==> src/rtl/nmi_trig_pkg.sv <==
// Shared types and register offsets for the interrupt pad trigger latch.
// Assumes byte offsets fit in the address width chosen by the top.
package nmi_trig_pkg;

    typedef enum logic [1:0] {
        TRIG_LVL_LO    = 2'd0,
        TRIG_EDGE_FALL = 2'd1,
        TRIG_LVL_HI    = 2'd2,
        TRIG_EDGE_RISE = 2'd3
    } trig_mode_e;

    localparam int OFS_CTRL = 'h0C;
    localparam int OFS_PEND = 'h10;
    localparam int OFS_ENAB = 'h40;

    // True when the selected type treats a low pad as active.
    function automatic logic mode_inverts(trig_mode_e m);
        return (m == TRIG_LVL_LO) || (m == TRIG_EDGE_FALL);
    endfunction

    // True when the selected type reacts to transitions only.
    function automatic logic mode_is_edge(trig_mode_e m);
        return (m == TRIG_EDGE_FALL) || (m == TRIG_EDGE_RISE);
    endfunction

endpackage

==> src/rtl/nmi_pad_sync.sv <==
// Multi-flop synchroniser for the asynchronous pad.
// Assumes STAGES >= 2; flops reset to the pad's idle level so that no
// event is seen straight after reset.
module nmi_pad_sync #(
    parameter int   STAGES   = 2,
    parameter logic IDLE_VAL = 1'b1
) (
    input  logic clk,
    input  logic rst_n,
    input  logic pad_i,
    output logic sync_o
);

    logic [STAGES-1:0] chain;

    // Shift the pad value through the synchroniser chain.
    always_ff @(posedge clk) begin
        if (!rst_n) begin
            chain <= {STAGES{IDLE_VAL}};
        end else begin
            chain <= {chain[STAGES-2:0], pad_i};
        end
    end

    assign sync_o = chain[STAGES-1];

endmodule

==> src/rtl/nmi_trig_detect.sv <==
// Inversion and edge detection for the synchronised pad.
// Produces a one-cycle (edge types) or continuous (level types) event.
// The history register follows the qualified value every cycle, and the
// cycle in which the type changes is masked for edge types.
module nmi_trig_detect
    import nmi_trig_pkg::*;
(
    input  logic       clk,
    input  logic       rst_n,
    input  logic       sync_i,
    input  trig_mode_e mode_i,
    output logic       evt_o
);

    logic       qual;
    logic       hist_q;
    trig_mode_e mode_q;
    logic       mode_chg;

    // Qualified pad value: active-high under the selected type.
    always_comb begin
        qual = mode_inverts(mode_i) ? ~sync_i : sync_i;
    end

    assign mode_chg = (mode_i != mode_q);

    // Track previous qualified value and previous type.
    always_ff @(posedge clk) begin
        if (!rst_n) begin
            hist_q <= 1'b0;
            mode_q <= TRIG_LVL_LO;
        end else begin
            hist_q <= qual;
            mode_q <= mode_i;
        end
    end

    // Event: level follows the qualified value; edge needs a 0->1 step
    // under an unchanged type.
    always_comb begin
        if (mode_is_edge(mode_i)) begin
            evt_o = qual & ~hist_q & ~mode_chg;
        end else begin
            evt_o = qual;
        end
    end

endmodule

==> src/rtl/nmi_req_latch.sv <==
// Set/reset request latch; set has priority over a same-cycle clear.
module nmi_req_latch (
    input  logic clk,
    input  logic rst_n,
    input  logic set_i,
    input  logic clr_i,
    output logic q_o
);

    logic q;

    // Capture events, drop on clear unless an event arrives together.
    always_ff @(posedge clk) begin
        if (!rst_n) begin
            q <= 1'b0;
        end else begin
            q <= set_i | (q & ~clr_i);
        end
    end

    assign q_o = q;

endmodule

==> src/rtl/nmi_ctrl_regs.sv <==
// Register port: type field, write-one-to-clear pending, enable bit.
// Assumes single-cycle writes and a combinational read of reg_addr.
module nmi_ctrl_regs
    import nmi_trig_pkg::*;
#(
    parameter int ADDR_W   = 8,
    parameter int DATA_W   = 32,
    parameter int CTRL_OFS = OFS_CTRL,
    parameter int PEND_OFS = OFS_PEND,
    parameter int ENAB_OFS = OFS_ENAB
) (
    input  logic              clk,
    input  logic              rst_n,
    input  logic              wr_i,
    input  logic [ADDR_W-1:0] addr_i,
    input  logic [DATA_W-1:0] wdata_i,
    input  logic              latch_i,
    output logic [DATA_W-1:0] rdata_o,
    output trig_mode_e        mode_o,
    output logic              en_o,
    output logic              clr_o
);

    localparam logic [ADDR_W-1:0] A_CTRL = ADDR_W'(CTRL_OFS);
    localparam logic [ADDR_W-1:0] A_PEND = ADDR_W'(PEND_OFS);
    localparam logic [ADDR_W-1:0] A_ENAB = ADDR_W'(ENAB_OFS);

    trig_mode_e mode_q;
    logic       en_q;
    logic       unused_wdata;

    assign unused_wdata = ^wdata_i[DATA_W-1:2];

    // Hold the type field and enable bit.
    always_ff @(posedge clk) begin
        if (!rst_n) begin
            mode_q <= TRIG_LVL_LO;
            en_q   <= 1'b1;
        end else if (wr_i) begin
            if (addr_i == A_CTRL) mode_q <= trig_mode_e'(wdata_i[1:0]);
            if (addr_i == A_ENAB) en_q   <= wdata_i[0];
        end
    end

    assign clr_o  = wr_i && (addr_i == A_PEND) && wdata_i[0];
    assign mode_o = mode_q;
    assign en_o   = en_q;

    // Read mux; unmapped offsets and bits return zero.
    always_comb begin
        rdata_o = '0;
        if (addr_i == A_CTRL) rdata_o[1:0] = mode_q;
        if (addr_i == A_PEND) rdata_o[0]   = latch_i & en_q;
        if (addr_i == A_ENAB) rdata_o[0]   = en_q;
    end

endmodule

==> src/rtl/nmi_trigger_latch.sv <==
// Top: pad synchroniser -> trigger detect -> request latch, with a
// small register port. Output is always an active-high level.
// Assumes PAD_IDLE is the pad level that is inactive under the reset type.
module nmi_trigger_latch
    import nmi_trig_pkg::*;
#(
    parameter int   ADDR_W      = 8,
    parameter int   DATA_W      = 32,
    parameter int   SYNC_STAGES = 2,
    parameter logic PAD_IDLE    = 1'b1
) (
    input  logic              clk,
    input  logic              rst_n,
    input  logic              pad_i,
    input  logic              reg_wr,
    input  logic [ADDR_W-1:0] reg_addr,
    input  logic [DATA_W-1:0] reg_wdata,
    output logic [DATA_W-1:0] reg_rdata,
    output logic              irq_level_o
);

    logic       pad_sync;
    logic       trig_evt;
    logic       latch_q;
    logic       clr_req;
    logic       en_bit;
    trig_mode_e ctrl_mode;

    nmi_pad_sync #(
        .STAGES   (SYNC_STAGES),
        .IDLE_VAL (PAD_IDLE)
    ) u_sync (
        .clk    (clk),
        .rst_n  (rst_n),
        .pad_i  (pad_i),
        .sync_o (pad_sync)
    );

    nmi_trig_detect u_detect (
        .clk    (clk),
        .rst_n  (rst_n),
        .sync_i (pad_sync),
        .mode_i (ctrl_mode),
        .evt_o  (trig_evt)
    );

    nmi_req_latch u_latch (
        .clk   (clk),
        .rst_n (rst_n),
        .set_i (trig_evt),
        .clr_i (clr_req),
        .q_o   (latch_q)
    );

    nmi_ctrl_regs #(
        .ADDR_W (ADDR_W),
        .DATA_W (DATA_W)
    ) u_regs (
        .clk     (clk),
        .rst_n   (rst_n),
        .wr_i    (reg_wr),
        .addr_i  (reg_addr),
        .wdata_i (reg_wdata),
        .latch_i (latch_q),
        .rdata_o (reg_rdata),
        .mode_o  (ctrl_mode),
        .en_o    (en_bit),
        .clr_o   (clr_req)
    );

    assign irq_level_o = latch_q;

endmodule

==> config.mk <==
export PLATFORM = sky130hd
export DESIGN_NAME = nmi_trigger_latch
export DESIGN_NICKNAME = d
export VERILOG_FILES = /design/src/rtl/nmi_trig_pkg.sv /design/src/rtl/nmi_pad_sync.sv /design/src/rtl/nmi_trig_detect.sv /design/src/rtl/nmi_req_latch.sv /design/src/rtl/nmi_ctrl_regs.sv /design/src/rtl/nmi_trigger_latch.sv
export SDC_FILE = /design/constraint.sdc
export NUM_CORES = 1
export LEC_CHECK = 0
export CAP_MARGIN = 20
export CORE_ASPECT_RATIO = 1.75
export CORE_UTILIZATION = 24
export DETAILED_ROUTE_END_ITERATION = 16
export GPL_ROUTABILITY_DRIVEN = 1
export HOLD_SLACK_MARGIN = 0.05
export PLACE_DENSITY = 0.76
export SETUP_SLACK_MARGIN = 0.5
export SKIP_CTS_REPAIR_TIMING = 1
export SLEW_MARGIN = 20
export SYNTH_ARGS = -nofsm -noshare
export SYNTH_HDL_FRONTEND = slang
export SYNTH_HIERARCHICAL = 1
export SYNTH_SLANG_ARGS = --single-unit
==> constraint.sdc <==
create_clock -name clk -period 1.7 [get_ports clk]
set_input_delay 0.34 -clock clk [delete_from_list [all_inputs] [get_ports clk]]
set_output_delay 0.34 -clock clk [all_outputs]
set_load 0.03 [all_outputs]
==> results by group <==
Power
  – Seq pwr share: 0.352
  – Maximum VDD drop: 0.000498 V
  – P_leak: 0.471 nW
  – Sw power: 202 µW
  – Pint: 419 µW
  – Sw Share: 0.325
  – PwrDens: 710 nW/µm²
  – Clk pwr share: 0.397
  – Comb power frac: 0.251

Worst hold path
  – Hold Path Class: reg -> reg
  – Hold Path Depth: 1

Routing
  – Drt pass-1 iters: 4
  – Via density per instance: 4.07
  – Routed Antenna Nets: 0
  – Via total after detailed routing: 525
  – Total wire length: 1110 µm
  – DRC Markers: 0
  – DRT iter0 DRCs: 16
  – Avg WL per Cell: 8.57 µm

GRT
  – Initial antenna violation count: 0
  – Number of global-route vias before repair: 465
  – Largest net degree at the start of global routing: 13
  – Global-route wire length before repair: 1730 µm
  – All-Layer GR Usage: 0.0757
  – Grt ovf: 0

Placed design
  – PortBufs: 16
  – RePlAce Congestion: 0.670
  – Post-DP HPWL: 909 µm

Synth
  – Yosys cell types: 24
  – Post-synthesis sequential area ratio: 0.272
  – Synth Instances: 79
  – Yosys Warn Count: 6
  – Netlist Area Pre-Place: 662 µm²
  – Synth Area per Inst: 8.38 µm²
  – Post-synthesis register bit count: 9

Run
  – Max_cap viols: 0

Clock network
  – Clock sinks: 9
  – Clk_lat worst skew: 230 ps
  – CTS root buf: clkbuf_8
  – Reg clk slew, reported paths: 40 ps
  – CTS H-tree lvls: 1
  – CTS Buf Count: 3
  – CTS tree: yes
  – Clk buf depth: 2

Setup path
  – Worst-path maximum fanout: 4
  – Worst EP required: 1360 ps
  – Worst reg2reg path depth: 3
  – Critical Path End Type: output pin
  – Critical path class: in -> out
  – Type of origin of the critical path: input pin
  – Crit path arrival time: 1460 ps

STA
  – Clock Skew: 1.54 ps
  – Final setup viols: 2
  – Part of the cycle the worst path needs: 1.06
  – Fin. Hold Viols: 0
  – Fin. max-slew vios: 0
  – RSZ-0062 raised after global routing: yes
  – Clock period minus final worst setup slack: 1800 ps
  – Max Clock Freq: 0.556 GHz
  – Worst setup margin: -98.1 ps
  – Sum Neg Setup Slack: -189 ps

Floorplanning
  – Initial Utilization: 0.259
  – Die Wd: 41.7 µm
  – I/O pin count: 77
  – Core Rows: 24
  – Core Box Area: 2550 µm²
  – Die height: 71.5 µm
  – Die Area: 2980 µm²

Layout
  – Ant. Diodes: 0
  – P&R area growth vs syn: 32.1%
  – Share of layout cells above drive strength 1: 0.233
  – Total Nets Final: 148
  – Final core utilization: 0.343

Outcome
  – Outcome: finished with violations
  – Failing checks: negative setup slack
==> flip-flops by register name, indices dropped and copies added (netlist names) <==
register         cells
u_detect/hist_q      1
u_detect/mode_q      2
u_latch/q_o          1
u_regs/en_o          1
u_regs/mode_o        2
u_sync/chain         2
==> synth_stat cells <==
master	n	area share
nor3_1	3	0.023
conb_1	1	0.0057
or4b_4	1	0.021
nand3_1	1	0.0076
o21ai_1	2	0.015
xor2_1	1	0.013
buf_4	30	0.34
o21a_1	1	0.011
nor4_1	2	0.019
o21ai_0	1	0.0076
nand2_1	5	0.028
nand2b_1	2	0.019
and3_1	1	0.0095
mux2i_1	3	0.045
a32o_1	1	0.015
or4_4	1	0.017
or3b_2	1	0.013
inv_1	3	0.017
nand3b_1	1	0.011
nor2b_4	1	0.021
nor2b_1	3	0.028
and2_1	3	0.028
dfxtp_1	9	0.27
nor2_1	2	0.011
==> worst max-delay path: stages <==
cell and delay, ps:
clkbuf_2 80, or4_4 570, nor4_4 170, and2_4 180, buf_6 120
==> per-layer routing <==
metal / up-vias / part of all wire / global-route usage / routed length, µm
li1: 248 / - / - / -
met1: 239 / 0.32 / 0.0571 / 357
met2: 36 / 0.61 / 0.151 / 672
met3: 2 / 0.061 / 0.0151 / 68
met4: 0 / 0.0072 / 0.0645 / 8
met5: - / 0 / 0 / 0
==> through the flow <==
stage          hold WS (ps)  worst slack [ps]  power (mW)  instances  area, µm²
3_3_place_gp            389              -512       0.376        125        790
2_1_floorplan           386             -33.1       0.382        108        790
4_1_cts                 414              -525       0.627        129        835
6_report                407             -98.1       0.621        129        875
5_1_grt                 433              -159       0.646        129        875
3_5_place_dp            404              -524       0.378        125        790
==> power by group through the flow <==
stage | logic, mW | clock network (mW) | registers [mW]
CTS | 0.156 | 0.252 | 0.219
finish | 0.156 | 0.246 | 0.218
detailed placement | 0.156 | 0 | 0.222
global route | 0.165 | 0.261 | 0.219
global placement | 0.154 | 0 | 0.222
floorplan | 0.158 | 0 | 0.224
==> layout make-up <==
class	instances	area, µm²
inverters	3	11.3
flip-flops and latches	9	180
fillers	259	1680
repair buffers	21	203
clock buffers	4	45.0
multi-input cells	66	403
well taps	26	32.5
==> layout by cell type (no fill, tap or decap), types with 2 or more instances in the layout <==
cell and instances:
conb_1 30, dfxtp_1 9, dlymetal6s2s_1 7, buf_4 5, clkdlybuf4s50_1 4, nand2_1 4, clkbuf_8 3, clkbuf_2 3
nor2b_1 3, inv_1 3, mux2i_1 3, buf_6 2, o21ai_1 2, nor2_1 2, and2_1 2, nor3_2 2
nor4_4 2, nand2b_1 2
==> cells by family after synthesis <==
kind of cell	after synthesis	synth area share
DFF	9	0.272
muxes	3	0.0454
and+or+nand+nor	27	0.257
xor gates and xnor gates	1	0.0132
buffers and inverters	33	0.357
AOI/OAI and AO/OA	5	0.0491
other	1	0.00567
==> path summary, 6_finish.rpt <==
| check | from | end | slack (ps) |
|---|---|---|---|
| worst min register to register | u_sync/chain[0] | u_sync/chain[1] | 410 |
| worst max register to register | u_regs/mode_o[1] | u_latch/q_o | 690 |
| worst min-delay path | u_sync/chain[0] | u_sync/chain[1] | 410 |
| worst max-delay path | reg_addr[7] | reg_rdata[1] | -100 |
(Power assumes the default switching activity.)
